==> src/rtl/fpnan_pkg.sv <==
package fpnan_pkg;
    localparam int WORD_W  = 64;
    localparam int SP_EXP  = 8;
    localparam int SP_FRAC = 23;
    localparam int DP_EXP  = 11;
    localparam int DP_FRAC = 52;
    localparam int SP_W    = 1 + SP_EXP + SP_FRAC;
    localparam int DP_W    = 1 + DP_EXP + DP_FRAC;

    typedef struct packed {
        logic              quiet;
        logic              sig;
        logic [WORD_W-1:0] word;
        logic [WORD_W-1:0] dflt;
    } nan_res_t;
endpackage

==> src/rtl/fpnan_fields.sv <==
module fpnan_fields #(
    parameter int EXP_W  = 8,
    parameter int FRAC_W = 23,
    localparam int MAG_W = EXP_W + FRAC_W
) (
    input  logic [MAG_W-1:0] mag,
    input  logic             legacy_pol,
    output logic             nan_quiet,
    output logic             nan_sig
);
    logic exp_ones;
    logic top_bit;
    logic rest_nz;
    logic any_nan;

    always_comb begin
        exp_ones  = &mag[MAG_W-1:FRAC_W];
        top_bit   = mag[FRAC_W-1];
        rest_nz   = |mag[FRAC_W-2:0];
        any_nan   = exp_ones && (top_bit || rest_nz);
        nan_sig   = any_nan && (top_bit == legacy_pol);
        nan_quiet = any_nan && !nan_sig;
    end
endmodule

==> src/rtl/fpnan_default.sv <==
module fpnan_default #(
    parameter int EXP_W  = 8,
    parameter int FRAC_W = 23,
    localparam int W     = 1 + EXP_W + FRAC_W
) (
    input  logic         legacy_pol,
    output logic [W-1:0] pattern
);
    always_comb begin
        pattern                 = '0;
        pattern[W-2:FRAC_W]     = '1;
        if (legacy_pol) begin
            pattern[FRAC_W-2:0] = '1;
        end else begin
            pattern[FRAC_W-1]   = 1'b1;
        end
    end
endmodule

==> src/rtl/fpnan_unit.sv <==
module fpnan_unit
    import fpnan_pkg::*;
(
    input  logic              clk,
    input  logic              rst_n,
    input  logic              fmt_dbl,
    input  logic              legacy_pol,
    input  logic [WORD_W-1:0] op_in,
    output logic              is_quiet,
    output logic              is_signaling,
    output logic [WORD_W-1:0] quiet_word,
    output logic [WORD_W-1:0] default_nan
);
    localparam logic [WORD_W-1:0] SP_QBIT = WORD_W'(1) << (SP_FRAC - 1);
    localparam logic [WORD_W-1:0] DP_QBIT = WORD_W'(1) << (DP_FRAC - 1);

    logic            sp_quiet, sp_sig, dp_quiet, dp_sig;
    logic [SP_W-1:0] sp_dflt;
    logic [DP_W-1:0] dp_dflt;
    nan_res_t        res_d, res_q;

    fpnan_fields #(.EXP_W(SP_EXP), .FRAC_W(SP_FRAC)) u_sp_fields (
        .mag(op_in[SP_W-2:0]), .legacy_pol(legacy_pol),
        .nan_quiet(sp_quiet), .nan_sig(sp_sig));

    fpnan_fields #(.EXP_W(DP_EXP), .FRAC_W(DP_FRAC)) u_dp_fields (
        .mag(op_in[DP_W-2:0]), .legacy_pol(legacy_pol),
        .nan_quiet(dp_quiet), .nan_sig(dp_sig));

    fpnan_default #(.EXP_W(SP_EXP), .FRAC_W(SP_FRAC)) u_sp_dflt (
        .legacy_pol(legacy_pol), .pattern(sp_dflt));

    fpnan_default #(.EXP_W(DP_EXP), .FRAC_W(DP_FRAC)) u_dp_dflt (
        .legacy_pol(legacy_pol), .pattern(dp_dflt));

    always_comb begin
        logic [WORD_W-1:0] opnd;
        logic [WORD_W-1:0] quieted;
        if (fmt_dbl) begin
            opnd        = WORD_W'(op_in[DP_W-1:0]);
            res_d.quiet = dp_quiet;
            res_d.sig   = dp_sig;
            res_d.dflt  = WORD_W'(dp_dflt);
            quieted     = opnd | DP_QBIT;
        end else begin
            opnd        = WORD_W'(op_in[SP_W-1:0]);
            res_d.quiet = sp_quiet;
            res_d.sig   = sp_sig;
            res_d.dflt  = WORD_W'(sp_dflt);
            quieted     = opnd | SP_QBIT;
        end
        if (legacy_pol) begin
            quieted = res_d.dflt;
        end
        res_d.word = res_d.sig ? quieted : opnd;
    end

    always_ff @(posedge clk or negedge rst_n) begin
        if (!rst_n) begin
            res_q <= '0;
        end else begin
            res_q <= res_d;
        end
    end

    assign is_quiet     = res_q.quiet;
    assign is_signaling = res_q.sig;
    assign quiet_word   = res_q.word;
    assign default_nan  = res_q.dflt;
endmodule

==> config.mk <==
export PLATFORM = sky130hd
export DESIGN_NAME = fpnan_unit
export DESIGN_NICKNAME = d
export VERILOG_FILES = /design/src/rtl/fpnan_pkg.sv /design/src/rtl/fpnan_fields.sv /design/src/rtl/fpnan_default.sv /design/src/rtl/fpnan_unit.sv
export SDC_FILE = /design/constraint.sdc
export NUM_CORES = 1
export LEC_CHECK = 0
export CAP_MARGIN = 20
export CORE_MARGIN = 5
export CORE_UTILIZATION = 39
export CTS_CLUSTER_DIAMETER = 150
export DETAILED_ROUTE_END_ITERATION = 8
export HOLD_SLACK_MARGIN = 0.12
export PLACE_DENSITY = 0.84
export REMOVE_ABC_BUFFERS = 1
export SLEW_MARGIN = 25
export SYNTH_ARGS = -nofsm -noshare
export SYNTH_HDL_FRONTEND = slang
export SYNTH_SLANG_ARGS = --single-unit
==> constraint.sdc <==
create_clock -name clk -period 1.45 [get_ports clk]
set_input_delay 0.2175 -clock clk [delete_from_list [all_inputs] [get_ports clk]]
set_output_delay 0.2175 -clock clk [all_outputs]
set_load 0.01 [all_outputs]
==> results.json, run 1 <==
{
  "status": "finished with violations",
  "violations_in_the_final_reports": "setup timing",
  "ys_async_sr_fraction_pct": 100.0,
  "syn-mean-instance-area_um2": 11.87,
  "multiInputGateArea_um2": 987.2,
  "number_of_global_route_vias_before_repair": 2949,
  "ys_ff_latch": 72,
  "layout_min_cycle_time_ns": 1.516,
  "cts.root.buffer_cell": "sky130_fd_sc_hd__clkbuf_8",
  "crit_arrival_ns": 1.75,
  "floorplan.die.height_um": 99.15,
  "synth.top_cell.area_share_pct": 58.13,
  "timing.final.setup_violations": 16,
  "ff_latch_area_um2": 1804,
  "timing.critical_path.to_type": "flip-flop",
  "cts_num_sinks": 72,
  "startpoint_type": "input port",
  "clock_tree_from_tritoncts": "built",
  "initial_utilization_pct": 40.11,
  "grt_pass1_wl_um": 16050,
  "cell_internal_pwr_mw": 3.749,
  "power.sequential.fraction_pct": 42.9,
  "h-tree-depth": 3,
  "synth.largest_area_cell": "sky130_fd_sc_hd__dfrtp_1",
  "power.density_nw_per_um2": 909.3,
  "pwr-share-comb_pct": 18.5,
  "timing.final.max_slew_violations": 0,
  "setup_ws_ns": -0.06619,
  "rsz0062_at_grt": "yes",
  "hold_viol": 0,
  "period_share_pct": 104.6,
  "antenna_found_initial": 0,
  "yosysMostFrequentCell": "sky130_fd_sc_hd__dfrtp_1",
  "die_width_um": 99.15,
  "clock_power_share_pct": 38.7,
  "largest_stage_delay_worst_path_ns": 0.29,
  "port-buffer-count": 196,
  "io_pins": 198,
  "clkTransAtPathRegs_ns": 0.09,
  "cap_violations": 0,
  "synthCells": 261,
  "drt-wirelength-per-cell_um": 18.99,
  "placement_rows": 32,
  "power.ir.vdd_worst_mv": 0.5108,
  "count_of_flip_flops_with_a_built_in_enable_after_synthesis": 0,
  "final_layout_size_suffix_gt1_share_pct": 26.87,
  "cts-buffers-inserted": 9,
  "worstSetupPathType": "in -> reg",
  "antenna_violating_nets_post_route": 0,
  "route.detailed.drc": 0,
  "fillers": 593,
  "core_footprint_um2": 7727,
  "area_enclosed_by_the_die_boundary_um2": 9830,
  "synth.cells.most_frequent": "sky130_fd_sc_hd__dfrtp_1, sky130_fd_sc_hd__buf_4, sky130_fd_sc_hd__or2_1",
  "class_of_the_tightest_hold_or_removal_check": "in -> reg",
  "synth-seq-area-share_pct": 58.13,
  "fmaxAchievable_ghz": 0.6595,
  "wirelength_um": 10840,
  "grt_max_degree": 73,
  "track_usage_pct": 21.27,
  "synth_flop_cell": "sky130_fd_sc_hd__dfrtp_1",
  "power.static_leakage_nw": 2.841,
  "tns_ns": -0.7109,
  "critPathRequiredTime_ns": 1.69,
  "hold_path_depth": 2,
  "global_route.overflow_total": 0,
  "design.final.nets": 535,
  "critical_path_peak_fanout": 8,
  "post_synth_num_cell_types": 34,
  "cells_taking_the_most_area_after_synthesis": "sky130_fd_sc_hd__dfrtp_1, sky130_fd_sc_hd__buf_4, sky130_fd_sc_hd__or2_1",
  "diodes": 0,
  "clock_tree.buffer_depth": 2,
  "dp.final_hpwl_um": 7107,
  "post_synth_instance_area_um2": 3099,
  "detail_route.vias_per_cell": 4.776,
  "drtIter0Drc": 97,
  "timing.hold.worst.start": "op_in[36]",
  "timing.critical_path.cells": "dlygate4sd2_1 -> nor4_2 -> nand4_1 -> nor3_4 -> a221oi_4 -> buf_6 -> buf_12 -> or2_1",
  "worst_hold_path.endpoint": "quiet_word[36]",
  "routabilityCongestion": 0.7828,
  "dp_worst_setup_slack_ns": -0.6217,
  "vias": 2727,
  "swShare_pct": 25.42,
  "syn2layout_area_growth_pct": 78.36,
  "critical_path.slowest_cell": "sky130_fd_sc_hd__nor3_4",
  "power_switching_mw": 1.278,
  "ys.warnings.count": 0,
  "drtPass1Iterations": 4
}
critical path: cells and delay by family:
family | cells | cell delay, ns
buffers and inverters | 3 | 0.54
AOI/OAI and AO/OA | 1 | 0.10
and+or+nand+nor | 4 | 0.91
layer usage:
metal / track usage, % / vias up / wire length [um]
met5: 0 / - / 0
met4: 11.97 / 0 / 367
met3: 4.979 / 30 / 848
met2: 38.95 / 136 / 5955
met1: 22.17 / 1341 / 3671
li1: - / 1220 / -
power by group through the flow:
stage / Sequential, mW / Clock (mW) / Combinational, mW
final: 2.15 / 1.94 / 0.928
after global routing: 2.17 / 2.08 / 0.993
after CTS: 2.15 / 1.97 / 0.903
after detailed placement: 2.20 / 0 / 1.01
after global placement: 2.19 / 0 / 0.982
after floorplan: 2.31 / 0 / 0.109
stage by stage:
step | cells | total power, mW | utilization, % | cell area, um2 | hold slack (ns)
CTS | 564 | 5.030 | 69.75 | 5390 | 0.1535
finish | 571 | 5.027 | 71.54 | 5528 | 0.1149
floorplan | 193 | 2.423 | - | 2601 | -0.07809
detailed placement | 526 | 3.206 | 64.88 | 5014 | 0.2623
global placement | 526 | 3.177 | 64.88 | 5014 | 0.2541
global route | 571 | 5.243 | 71.54 | 5528 | 0.1190
state kept, by name, summed over array words and instances (netlist names):
register,cells
is_quiet,1
default_nan,6
quiet_word,64
is_signaling,1
kinds of logic (layout without fill, tap and decap cells):
group           after synthesis  after routing  share of synthesized area [%]
compound gates               31             31                          7.590
xor+xnor                      2              2                         0.5653
fa+ha+maj                     3              3                          1.211
buf+inv                      72            280                          16.55
flops                        72             72                          58.13
mux                           1              1                         0.3633
other cells                   1              1                         0.1210
simple gates                 79             79                          15.46
layout by cell type, fill, tap and decap left out, types with 4 or more instances in the layout:
master / count
sky130_fd_sc_hd__and2_1: 10
sky130_fd_sc_hd__buf_12: 5
sky130_fd_sc_hd__buf_2: 8
sky130_fd_sc_hd__buf_4: 43
sky130_fd_sc_hd__buf_6: 5
sky130_fd_sc_hd__clkbuf_2: 13
sky130_fd_sc_hd__clkbuf_8: 9
sky130_fd_sc_hd__clkdlybuf4s15_1: 18
sky130_fd_sc_hd__clkdlybuf4s50_1: 4
sky130_fd_sc_hd__dfrtp_1: 70
sky130_fd_sc_hd__dlygate4sd2_1: 131
sky130_fd_sc_hd__dlygate4sd3_1: 12
sky130_fd_sc_hd__dlymetal6s2s_1: 17
sky130_fd_sc_hd__inv_1: 4
sky130_fd_sc_hd__nand4_1: 7
sky130_fd_sc_hd__nor4_2: 7
sky130_fd_sc_hd__nor4_4: 4
sky130_fd_sc_hd__o21a_1: 20
sky130_fd_sc_hd__or2_1: 28
what timing repair did:
action / in CTS / in global routing
hold buffers: 5 / 7
setup buffers: 16 / 1
gates cloned: 2 / 0
resized for setup: 249 / 72
endpoints found under the setup margin: 166 / 72
pin swaps: 30 / 27
endpoints found under the hold margin: 76 / 7
how the worst max path moves through the flow:
stage	to	start	slack, ns
after CTS	quiet_word[3]	op_in[42]	-0.004
after floorplan	default_nan[0]	default_nan[21]	-0.37
after detailed placement	quiet_word[51]	op_in[23]	-0.62
final	quiet_word[18]	op_in[17]	-0.07
after global routing	quiet_word[18]	op_in[17]	-0.07
after global placement	quiet_word[51]	op_in[27]	-0.64
layout make-up:
type,count,share of cell area (%)
Timing Repair Buffer,260,42.51
Clock inverter,7,2.173
Inverter,4,0.2716
Clock buffer,9,2.241
Multi-Input combinational cell,117,17.86
Sequential cell,72,32.64
Tap cell,102,2.309
No activity file was read; power rests on OpenSTA's default activity.
==> run 2: changes to the inputs <==
--- a/config.mk
+++ b/config.mk
@@ -9,6 +9,7 @@
 export CORE_MARGIN = 5
 export CORE_UTILIZATION = 39
 export CTS_CLUSTER_DIAMETER = 150
+export CTS_CLUSTER_SIZE = 12
 export DETAILED_ROUTE_END_ITERATION = 8
 export HOLD_SLACK_MARGIN = 0.12
 export PLACE_DENSITY = 0.84
==> results of run 2 <==
Same layout as run 1: the final DEF is identical, and so are final timing and power.
==> run 3: changes to the inputs <==
==> constraint.sdc (replaced) <==
create_clock -name clk -period 1.45 [get_ports clk]
set_input_delay 0.2175 -clock clk [delete_from_list [all_inputs] [get_ports clk]]
set_output_delay 0.2175 -clock clk [all_outputs]
set_load 0.005 [all_outputs]
==> results.json, run 3 (synthesis gave the netlist of run 1 again) <==
{
  "status": "finished with violations",
  "violations_in_the_final_reports": "setup timing",
  "swShare_pct": 23.56,
  "hold_path_depth": 2,
  "die_width_um": 99.15,
  "final_core_util_pct": 72.75,
  "mostFrequentLayoutCell": "sky130_fd_sc_hd__dlymetal6s2s_1",
  "post-place-cells": 526,
  "number_of_global_route_vias_before_repair": 2767,
  "placement_rows": 32,
  "grt_max_degree": 73,
  "pwr-share-comb_pct": 17.8,
  "wirelength_um": 10530,
  "antenna_violating_nets_post_route": 0,
  "route.detailed.drc": 0,
  "dp.final_hpwl_um": 7107,
  "largest_reg_flops": 64,
  "timing.final.max_slew_violations": 0,
  "hold_viol": 0,
  "ff_latch_area_um2": 1804,
  "critical_path_peak_fanout": 15,
  "grt_pass1_wl_um": 14580,
  "clock_tree.buffer_depth": 2,
  "timing.critical_path.to_type": "flip-flop",
  "class_of_the_tightest_hold_or_removal_check": "in -> reg",
  "holdWs_ns": 0.06130,
  "core_footprint_um2": 7727,
  "fin_total_pwr_mw": 4.974,
  "clkTransAtPathRegs_ns": 0.08,
  "dpl-instance-area_um2": 5014,
  "period_share_pct": 108.1,
  "cap_violations": 0,
  "initial_utilization_pct": 40.11,
  "multiInputGateArea_um2": 923.4,
  "rsz0062_at_grt": "yes",
  "antenna_found_initial": 0,
  "tns_ns": -2.251,
  "power.static_leakage_nw": 3.124,
  "diodes": 0,
  "setup_ws_ns": -0.1181,
  "layoutNonFillerInstCount": 558,
  "timing.final.setup_violations": 31,
  "layout_min_cycle_time_ns": 1.568,
  "fmaxAchievable_ghz": 0.6377,
  "final_area_um2": 5622,
  "drt-wirelength-per-cell_um": 18.86,
  "final_layout_size_suffix_gt1_share_pct": 20.83,
  "power_switching_mw": 1.172,
  "cts_num_sinks": 72,
  "vias": 2687,
  "track_usage_pct": 19.19,
  "io_pins": 198,
  "most-common-layout-cells": "sky130_fd_sc_hd__dlymetal6s2s_1, sky130_fd_sc_hd__dfrtp_1, sky130_fd_sc_hd__dlygate4sd2_1, sky130_fd_sc_hd__clkdlybuf4s50_1, sky130_fd_sc_hd__buf_4",
  "detail_route.vias_per_cell": 4.815,
  "global_route.overflow_total": 0,
  "h-tree-depth": 3,
  "worstSetupPathType": "in -> reg",
  "port-buffer-count": 196,
  "drtPass1Iterations": 4,
  "power.sequential.fraction_pct": 43.4,
  "area_enclosed_by_the_die_boundary_um2": 9830,
  "design.final.nets": 522,
  "cts-buffers-inserted": 9,
  "crit_arrival_ns": 1.80,
  "crit_path_end": "quiet_word[11]",
  "clock_tree_from_tritoncts": "built",
  "source_of_the_critical_timing_path": "op_in[2]",
  "power.ir.vdd_worst_mv": 0.5270,
  "cts.root.buffer_cell": "sky130_fd_sc_hd__clkbuf_8",
  "floorplan.die.height_um": 99.15,
  "clock_power_share_pct": 38.8,
  "routabilityCongestion": 0.7828,
  "fillers": 550,
  "cell_internal_pwr_mw": 3.802,
  "dp_worst_setup_slack_ns": -0.6217,
  "power.density_nw_per_um2": 884.8,
  "drtIter0Drc": 58,
  "critPathRequiredTime_ns": 1.68,
  "startpoint_type": "input port",
  "syn2layout_area_growth_pct": 81.39
}
==> run 3: cell types whose count changed in the layout (fill, tap and decap cells not counted), sizes merged, moves of 20 or more <==
cell           change
dlygate4sd2       -66
dlymetal6s2s      +54
clkdlybuf4s50     +43
buf               -20
clkdlybuf4s15     -20
==> run 3: routing by layer <==
metal	global-route usage, %	part of all wire (%)
met1	20.53	34
met2	34.56	54
met3	4.628	7.8
met4	10.61	3.8
met5	0	0
==> run 3: worst min-delay path by stage <==
stage,from,to
2_1_floorplan,rst_n,default_nan[21]
3_3_place_gp,rst_n,quiet_word[42]
3_5_place_dp,rst_n,quiet_word[43]
4_1_cts,op_in[3],quiet_word[3]
5_1_grt,op_in[19],quiet_word[19]
6_report,op_in[19],quiet_word[19]
==> run 3: what timing repair did <==
| item | in CTS | in global routing |
|---|---|---|
| hold endpoints to repair | 72 | 11 |
| pin swaps | 7 | 22 |
| gates cloned | 0 | 2 |
| setup buffers | 1 | 3 |
| hold buffers | 1 | 9 |
| gates resized for setup | 83 | 117 |
| endpoints found under the setup margin | 117 | 76 |
==> run 3: worst max-delay path, stage by stage <==
cell and delay [ns]:
sky130_fd_sc_hd__dlymetal6s2s_1 0.14, sky130_fd_sc_hd__nor4_1 0.30, sky130_fd_sc_hd__nand4_1 0.27, sky130_fd_sc_hd__nor3_4 0.32, sky130_fd_sc_hd__a221oi_4 0.14, sky130_fd_sc_hd__buf_12 0.17, sky130_fd_sc_hd__or2_1 0.24
==> run 3: final cells by class <==
type,count,area share [%]
multi-input combinational,117,16.43
tap,102,2.270
clock buffer,9,2.203
sequential,72,32.09
timing repair buffer,247,44.60
clock inverter,7,2.137
inverter,4,0.2671
==> run 3: power by group through the flow <==
| stage | Combinational, mW | Clock (mW) | Sequential [mW] |
|---|---|---|---|
| after floorplan | 0.108 | 0 | 2.24 |
| after global placement | 0.903 | 0 | 2.19 |
| after detailed placement | 0.927 | 0 | 2.20 |
| after CTS | 0.874 | 1.97 | 2.16 |
| after global routing | 0.945 | 2.05 | 2.17 |
| final | 0.884 | 1.93 | 2.16 |
